## config.mk

```make
export PLATFORM = sky130hd
export DESIGN_NAME = wfm_cfg_regs
export DESIGN_NICKNAME = d
export VERILOG_FILES = /design/src/rtl/wcfg_pkg.sv /design/src/rtl/wcfg_spacing.sv /design/src/rtl/wcfg_pacer.sv /design/src/rtl/wcfg_bank.sv /design/src/rtl/wfm_cfg_regs.sv
export SDC_FILE = /design/constraint.sdc
export NUM_CORES = 1
export LEC_CHECK = 0
export ABC_CLOCK_PERIOD_IN_PS = 3350
export BUFFER_PORTS_ARGS = -buffer_cell sky130_fd_sc_hd__buf_2
export CORE_ASPECT_RATIO = 0.9
export CORE_UTILIZATION = 42
export DETAILED_ROUTE_END_ITERATION = 8
export PLACE_DENSITY = 0.67
export SLEW_MARGIN = 0
export SYNTH_ARGS = -nofsm -noshare
export SYNTH_HDL_FRONTEND = slang
export SYNTH_SLANG_ARGS = --single-unit
```

## constraint.sdc

```tcl
create_clock -name clk -period 3.35 [get_ports clk]
set_clock_uncertainty 0.2 [all_clocks]
set_input_delay 0.1675 -clock clk [delete_from_list [all_inputs] [get_ports clk]]
set_output_delay 0.1675 -clock clk [all_outputs]
set_load 0.1 [all_outputs]
```

## src/rtl/wcfg_pkg.sv

```systemverilog
// Shared address codes for the channel configuration register file.
// Assumes a 3-bit address; codes above OMIN_A are unmapped.
package wcfg_pkg;
    localparam int DIV_A  = 0;
    localparam int CLR_A  = 1;
    localparam int IQ_A   = 2;
    localparam int DHI_A  = 3;
    localparam int DLO_A  = 4;
    localparam int OHI_A  = 5;
    localparam int OLO_A  = 6;
    localparam int LAST_A = OLO_A;
endpackage

```

## src/rtl/wcfg_spacing.sv

```systemverilog
// Access-spacing guard: accepts a request only when at least MIN_GAP cycles
// have passed since the last accepted one, and pulses a collision flag the
// cycle after a refused request. Assumes req is already qualified by address.
module wcfg_spacing #(
    parameter int MIN_GAP = 3
) (
    input  logic clk,
    input  logic rst_n,
    input  logic req,
    output logic accept,
    output logic collide_q
);
    localparam int GAP_W = $clog2(MIN_GAP + 1);
    localparam logic [GAP_W-1:0] GAP_FULL = GAP_W'(MIN_GAP);

    logic [GAP_W-1:0] gap_q;

    // a request is accepted only once the window from the last accept has closed
    always_comb accept = req && (gap_q >= GAP_FULL);

    // track cycles since the last accepted access, saturating at the minimum
    always_ff @(posedge clk) begin
        if (!rst_n)
            gap_q <= GAP_FULL;
        else if (accept)
            gap_q <= GAP_W'(1);
        else if (gap_q < GAP_FULL)
            gap_q <= gap_q + GAP_W'(1);
    end

    // flag a refused request for exactly one cycle
    always_ff @(posedge clk) begin
        if (!rst_n)
            collide_q <= 1'b0;
        else
            collide_q <= req && !accept;
    end
endmodule

```

## src/rtl/wcfg_pacer.sv

```systemverilog
// Spline pacing counter: raises the strobe whenever the count has reached the
// divider, then restarts from zero. The count can be loaded directly.
// Assumes load and the new divider take effect on the same edge.
module wcfg_pacer #(
    parameter int DIV_W = 16
) (
    input  logic             clk,
    input  logic             rst_n,
    input  logic [DIV_W-1:0] div,
    input  logic             load,
    input  logic [DIV_W-1:0] load_val,
    output logic             stb
);
    logic [DIV_W-1:0] cnt_q;

    // strobe when the count has reached (or been loaded past) the divider
    always_comb stb = (cnt_q >= div);

    // count up, restart after a strobe, or take a loaded value
    always_ff @(posedge clk) begin
        if (!rst_n)
            cnt_q <= '0;
        else if (load)
            cnt_q <= load_val;
        else if (stb)
            cnt_q <= '0;
        else
            cnt_q <= cnt_q + DIV_W'(1);
    end
endmodule

```

## src/rtl/wcfg_bank.sv

```systemverilog
// Register bank: stores divider, clear flags, I/Q enables and four signed
// bounds from accepted writes. Assumes 'fire' is already spacing-qualified.
module wcfg_bank #(
    parameter int ADDR_W = 3,
    parameter int DATA_W = 32,
    parameter int DIV_W  = 16,
    parameter int LIM_W  = 16,
    parameter int NCLR   = 3
) (
    input  logic                    clk,
    input  logic                    rst_n,
    input  logic                    fire,
    input  logic [ADDR_W-1:0]       addr,
    input  logic [DATA_W-1:0]       data,
    output logic [DIV_W-1:0]        div_q,
    output logic [NCLR-1:0]         clr_q,
    output logic                    i_en_q,
    output logic                    q_en_q,
    output logic signed [LIM_W-1:0] lim_q [4]
);
    import wcfg_pkg::*;

    localparam logic signed [LIM_W-1:0] FULL_POS = LIM_W'((1 << (LIM_W - 1)) - 1);
    localparam logic signed [LIM_W-1:0] FULL_NEG = -FULL_POS;

    // divider field update
    always_ff @(posedge clk) begin
        if (!rst_n)
            div_q <= '0;
        else if (fire && addr == ADDR_W'(DIV_A))
            div_q <= data[DIV_W-1:0];
    end

    // accumulator clear flags update
    always_ff @(posedge clk) begin
        if (!rst_n)
            clr_q <= '1;
        else if (fire && addr == ADDR_W'(CLR_A))
            clr_q <= data[NCLR-1:0];
    end

    // I/Q enable flags update
    always_ff @(posedge clk) begin
        if (!rst_n) begin
            i_en_q <= 1'b1;
            q_en_q <= 1'b0;
        end else if (fire && addr == ADDR_W'(IQ_A)) begin
            i_en_q <= data[0];
            q_en_q <= data[1];
        end
    end

    // four bounds: even slots are upper, odd slots are lower
    for (genvar g = 0; g < 4; g++) begin : g_lim
        localparam logic signed [LIM_W-1:0] INIT = (g % 2 == 0) ? FULL_POS : FULL_NEG;
        // bound register g update
        always_ff @(posedge clk) begin
            if (!rst_n)
                lim_q[g] <= INIT;
            else if (fire && addr == ADDR_W'(DHI_A + g))
                lim_q[g] <= data[LIM_W-1:0];
        end
    end
endmodule

```

## src/rtl/wfm_cfg_regs.sv

```systemverilog
// Top of the channel configuration register file: qualifies writes by
// address, enforces access spacing and drives the shared spline strobe.
// Assumes one write strobe per access on the coarse clock.
module wfm_cfg_regs #(
    parameter int ADDR_W  = 3,
    parameter int DATA_W  = 32,
    parameter int DIV_W   = 16,
    parameter int LIM_W   = 16,
    parameter int NCLR    = 3,
    parameter int MIN_GAP = 3
) (
    input  logic                    clk,
    input  logic                    rst_n,
    input  logic                    wr_en,
    input  logic [ADDR_W-1:0]       wr_addr,
    input  logic [DATA_W-1:0]       wr_data,
    output logic [DIV_W-1:0]        div_o,
    output logic                    spline_stb_o,
    output logic [NCLR-1:0]         clr_o,
    output logic                    i_en_o,
    output logic                    q_en_o,
    output logic signed [LIM_W-1:0] duc_hi_o,
    output logic signed [LIM_W-1:0] duc_lo_o,
    output logic signed [LIM_W-1:0] out_hi_o,
    output logic signed [LIM_W-1:0] out_lo_o,
    output logic                    collide_o
);
    import wcfg_pkg::*;

    logic mapped, fire, cnt_load;
    logic signed [LIM_W-1:0] lim [4];

    // only mapped addresses take part in spacing and storage
    always_comb begin
        mapped   = wr_en && (wr_addr <= ADDR_W'(LAST_A));
        cnt_load = fire && (wr_addr == ADDR_W'(DIV_A));
    end

    wcfg_spacing #(.MIN_GAP(MIN_GAP)) u_space (
        .clk(clk), .rst_n(rst_n), .req(mapped),
        .accept(fire), .collide_q(collide_o)
    );

    wcfg_bank #(
        .ADDR_W(ADDR_W), .DATA_W(DATA_W), .DIV_W(DIV_W),
        .LIM_W(LIM_W), .NCLR(NCLR)
    ) u_bank (
        .clk(clk), .rst_n(rst_n), .fire(fire), .addr(wr_addr), .data(wr_data),
        .div_q(div_o), .clr_q(clr_o), .i_en_q(i_en_o), .q_en_q(q_en_o),
        .lim_q(lim)
    );

    wcfg_pacer #(.DIV_W(DIV_W)) u_pace (
        .clk(clk), .rst_n(rst_n), .div(div_o), .load(cnt_load),
        .load_val(wr_data[2*DIV_W-1:DIV_W]), .stb(spline_stb_o)
    );

    // expose bound slots as named ports
    always_comb begin
        duc_hi_o = lim[0];
        duc_lo_o = lim[1];
        out_hi_o = lim[2];
        out_lo_o = lim[3];
    end
endmodule

```

==> Implementation_results.wiki <==
{| class="wikitable"
! Metric !! Value
|-
| Max-Slew Margin vs Limit || 0.542
|-
| Detailed-route wire length per cell || 14.1 µm
|-
| Leading post-synthesis cells by cell area || sky130_fd_sc_hd__dfxtp_1 (47%), sky130_fd_sc_hd__nand2_1 (13%), sky130_fd_sc_hd__nand3_1 (5.3%)
|-
| Run status || complete, no violations
|-
| Critical path endpoint category || output port
|-
| Clock-pin slew reported for the worst setup and hold paths after clock tree synthesis || 0.07 ns
|-
| Total CTS buffers || 9
|-
| Type of the worst setup path || reg -> out
|-
| Category of cells accounting for the largest share of critical-path delay || simple AND/OR/NAND/NOR gates
|-
| Overall fraction of global-route tracks in use || 0.203
|-
| Antenna Cells || 0
|-
| Number of rows in the core area || 35
|-
| Number of fill cells || 938
|-
| Reg-to-reg critical path startpoint || u_bank.div_q[15]
|-
| Synth Net Count || 575
|-
| Mapped Cells || 519
|-
| Path class of the lowest-slack min-delay path || in -> reg
|-
| Vias || 3,915
|-
| Library cell used as clock root buffer || sky130_fd_sc_hd__clkbuf_16
|-
| Crit-path slowest cell || sky130_fd_sc_hd__or4_4
|-
| Crit path largest cell delay || 0.57 ns
|-
| Switching power || 0.00118 W
|-
| Largest net degree at the start of global routing || 48
|-
| Count of buffering cells on the critical path with inverters included || 2
|-
| Number of failing hold endpoints at the final stage || 0
|-
| Reg-to-reg setup timing slack || 0.77 ns
|-
| Count of clock tree sinks || 104
|-
| Number of design-rule violations left by the first detailed-router iteration || 223
|-
| Port Buffer Count || 124
|-
| Core Region || 0.0103 mm²
|-
| Register bit total from synthesis || 104
|-
| Combinational fraction of design power || 0.263
|-
| Deepest clock path buffer count || 2
|-
| Beginning of the critical path || u_bank.div_q[15]
|-
| Fraction of layout instances using a drive strength above 1 || 0.248
|-
| Crit path max fanout || 3
|-
| Library cell occupying the most area in the post-synthesis netlist || sky130_fd_sc_hd__dfxtp_1
|-
| Portion of the post-synthesis area used by sequential elements || 0.468
|-
| Unrepaired setup endpoints after global routing || false
|-
| Highest clock frequency the design can meet || 323 MHz
|-
| Number of post-CTS setup repair buffers || 0
|-
| Count of cell instances traversed by the critical path || 7
|-
| Share of total power in sequential cells || 0.410
|-
| Series of cell instances along the critical path || inv_1 > ha_1 > nand4_2 > or3_1 > or4_4 > nand3b_1 > buf_2
|-
| Worst setup SP type || flip-flop
|-
| Number of nets still failing antenna checks after routing || 0
|-
| GRT Residual Overflow || 0
|-
| CP Data Arrival Time || 2.73 ns
|-
| Synth Area per Inst || 8.57 µm²
|-
| Clk pwr share || 0.328
|-
| Clock tree from TritonCTS || built
|-
| Share of the synthesized area in the top cell type || 0.468
|-
| Top Ports || 125
|-
| Vias/cell || 4.93
|-
| Yosys warnings || 0
|-
| CP endpoint || spline_stb_o
|-
| DR DRC count || 0
|-
| Count of distinct cell types in the synthesized netlist || 37
|-
| Power Internal || 0.00213 W
|-
| Number of pins exceeding their max-slew limit in the final report || 0
|-
| Width of the die || 110 µm
|-
| Starting utilization of the core area || 0.432
|-
| Leak || 2.52 nW
|-
| Vias in the first global route || 3,694
|-
| Multi-input gate area in the final layout || 0.00217 mm²
|-
| DIE AREA || 0.0110 mm²
|-
| Number of antenna violations at the first check in global routing || 0
|-
| # setup viols final || 0
|-
| WP data required || 2.98 ns
|-
| Worst Hold Path Cells || 4
|-
| Power density relative to cell area || 573 mW/mm²
|-
| Worst skew pair latency || 0.34 ns
|-
| Worst reg2reg endpoint || u_pace.cnt_q[3]
|-
| Max-capacitance violation count || 0
|-
| Depth of the most critical reg-to-reg path || 7
|-
| Maximum ir drop on the vdd rail || 0.257 mV
|-
| Total iterations of the first detailed-routing run || 4
|-
| Total area of sequential cells || 0.00209 mm²
|-
| Measured slew at the worst slew-check pin || 0.686 ns
|-
| Setup TNS after final layout || 0 ns
|-
| Worst hold slack || 0.0795 ns
|-
| Area of the mapped netlist || 0.00445 mm²
|-
| Switching power as a share of total power || 0.357
|-
| H-tree Lvls || 3
|-
| Minimum clock period || 3.09 ns
|-
| DP HPWL || 8.10 mm
|-
| Height of the die || 99.6 µm
|-
| Total wirelength of the detailed-routed design || 11.2 mm
|-
| Number of nets in the final layout || 716
|-
| Synthesis-to-finish area growth || 29.7%
|-
| GPL Wtd Cong || 0.788
|-
| Ratio of final minimum period to clock period || 0.923
|-
| Global-route wire length before repair || 17.9 mm
|}
==> cell usage in the layout, fill, tap and decap left out, types with 8 or more instances in the layout <==
| master | instances |
|---|---|
| sky130_fd_sc_hd__dlygate4sd3_1 | 33 |
| sky130_fd_sc_hd__o21ai_2 | 10 |
| sky130_fd_sc_hd__nand3_1 | 47 |
| sky130_fd_sc_hd__a21boi_0 | 30 |
| sky130_fd_sc_hd__and3_1 | 8 |
| sky130_fd_sc_hd__buf_2 | 124 |
| sky130_fd_sc_hd__inv_1 | 17 |
| sky130_fd_sc_hd__nor2b_1 | 20 |
| sky130_fd_sc_hd__xor2_1 | 11 |
| sky130_fd_sc_hd__clkbuf_16 | 9 |
| sky130_fd_sc_hd__nand2_1 | 159 |
| sky130_fd_sc_hd__dfxtp_2 | 8 |
| sky130_fd_sc_hd__dfxtp_1 | 96 |
| sky130_fd_sc_hd__ha_1 | 18 |
| sky130_fd_sc_hd__mux2i_1 | 22 |
==> registers in the layout, indices dropped and copies added, names as in the netlist <==
signal             count
u_bank.clr_q           3
u_bank.q_en_q          1
u_bank.i_en_q          1
u_space.gap_q          2
u_pace.cnt_q          16
u_bank.div_q          16
u_bank.lim_q          64
u_space.collide_q      1
==> cell usage after synthesis <==
library cell	number
sky130_fd_sc_hd__clkbuf_1	26
sky130_fd_sc_hd__buf_2	2
sky130_fd_sc_hd__nor3b_1	2
sky130_fd_sc_hd__nand4b_4	1
sky130_fd_sc_hd__a2111oi_0	1
sky130_fd_sc_hd__a21oi_1	3
sky130_fd_sc_hd__nor3_1	2
sky130_fd_sc_hd__nor2b_1	20
sky130_fd_sc_hd__a221oi_1	1
sky130_fd_sc_hd__nand2b_1	2
sky130_fd_sc_hd__a2bb2oi_1	1
sky130_fd_sc_hd__and4_1	2
sky130_fd_sc_hd__nand2_1	159
sky130_fd_sc_hd__a21boi_0	30
sky130_fd_sc_hd__inv_1	17
sky130_fd_sc_hd__mux2i_1	22
sky130_fd_sc_hd__nand3_1	47
sky130_fd_sc_hd__buf_4	1
sky130_fd_sc_hd__buf_12	1
sky130_fd_sc_hd__and2_1	1
sky130_fd_sc_hd__or4_4	1
sky130_fd_sc_hd__xnor2_1	3
sky130_fd_sc_hd__nand3b_1	1
sky130_fd_sc_hd__a21o_1	1
sky130_fd_sc_hd__dfxtp_1	104
sky130_fd_sc_hd__or2_2	1
sky130_fd_sc_hd__o21ai_0	7
sky130_fd_sc_hd__and3b_1	3
sky130_fd_sc_hd__nor2_1	4
sky130_fd_sc_hd__xor2_1	11
sky130_fd_sc_hd__ha_1	18
sky130_fd_sc_hd__and3_1	8
sky130_fd_sc_hd__nand4_1	3
sky130_fd_sc_hd__o21ai_2	10
sky130_fd_sc_hd__or3_1	1
sky130_fd_sc_hd__o21a_1	1
sky130_fd_sc_hd__nand4_2	1
==> metal layers <==
layer	vias to the layer above	global-route usage	wire, µm
li1	1993	-	-
met1	1799	0.255	5230
met2	109	0.344	5160
met3	14	0.0433	608
met4	0	0.0718	172
met5	-	0	0
==> kinds of logic (layout without fill, tap and decap cells) <==
logic type	Yosys count	after routing	synth area share
AND/OR/NAND/NOR	259	259	0.269
XOR/XNOR	14	14	0.0276
flip-flops	104	104	0.468
adder cells (fa/ha/maj)	18	18	0.0506
multiplexers	22	22	0.0495
AO/OA/AOI/OAI	55	55	0.0908
buffers and inverters	47	193	0.0447
==> timing repair <==
item,CTS,global route
hold buffers,33,0
hold endpoints to repair,92,0
endpoints found under the setup margin,0,0
gates resized for setup,0,0
==> power by group through the flow <==
stage                     Clock, W  Sequential [W]  Combinational, W
after global placement           0         0.00138          0.000830
after detailed placement         0         0.00138          0.000841
after global routing       0.00116         0.00136          0.000928
final                      0.00108         0.00135          0.000869
after CTS                  0.00110         0.00136          0.000874
after floorplan                  0         0.00172          0.000359
==> stage by stage <==
stage	total power (W)	util	cells	cell area (µm²)	worst slack [ns]
global route	0.00345	0.561	794	5770	0.161
floorplan	0.00208	-	519	4460	0.121
detailed placement	0.00223	0.499	745	5130	0.632
finish	0.00331	0.561	794	5770	0.257
CTS	0.00333	0.561	794	5770	0.237
global placement	0.00221	0.499	745	5130	0.674
==> tightest hold or removal path: cells and delay by family <==
kind,cells,cell delay (ns)
buf+inv,1,0.14
simple gates,3,0.28
==> how the worst min path moves through the flow <==
stage | startpoint | to | slack (ns)
finish | wr_addr[1] | u_space.collide_q | 0.08
floorplan | wr_data[18] | u_pace.cnt_q[2] | 0.08
detailed placement | wr_data[23] | u_pace.cnt_q[7] | 0.17
global placement | wr_data[20] | u_pace.cnt_q[4] | 0.16
global route | wr_addr[1] | u_space.collide_q | 0.13
CTS | wr_addr[1] | u_space.collide_q | 0.06
==> area by class of cell <==
class                      count  share of cell area
multi-input combinational    368               0.377
sequential                   104               0.363
timing repair buffer         160               0.169
clock buffer                  11              0.0421
tap                          129              0.0280
inverter                      17              0.0111
clock inverter                 5              0.0108
No activity file was read; power rests on OpenSTA's default activity.
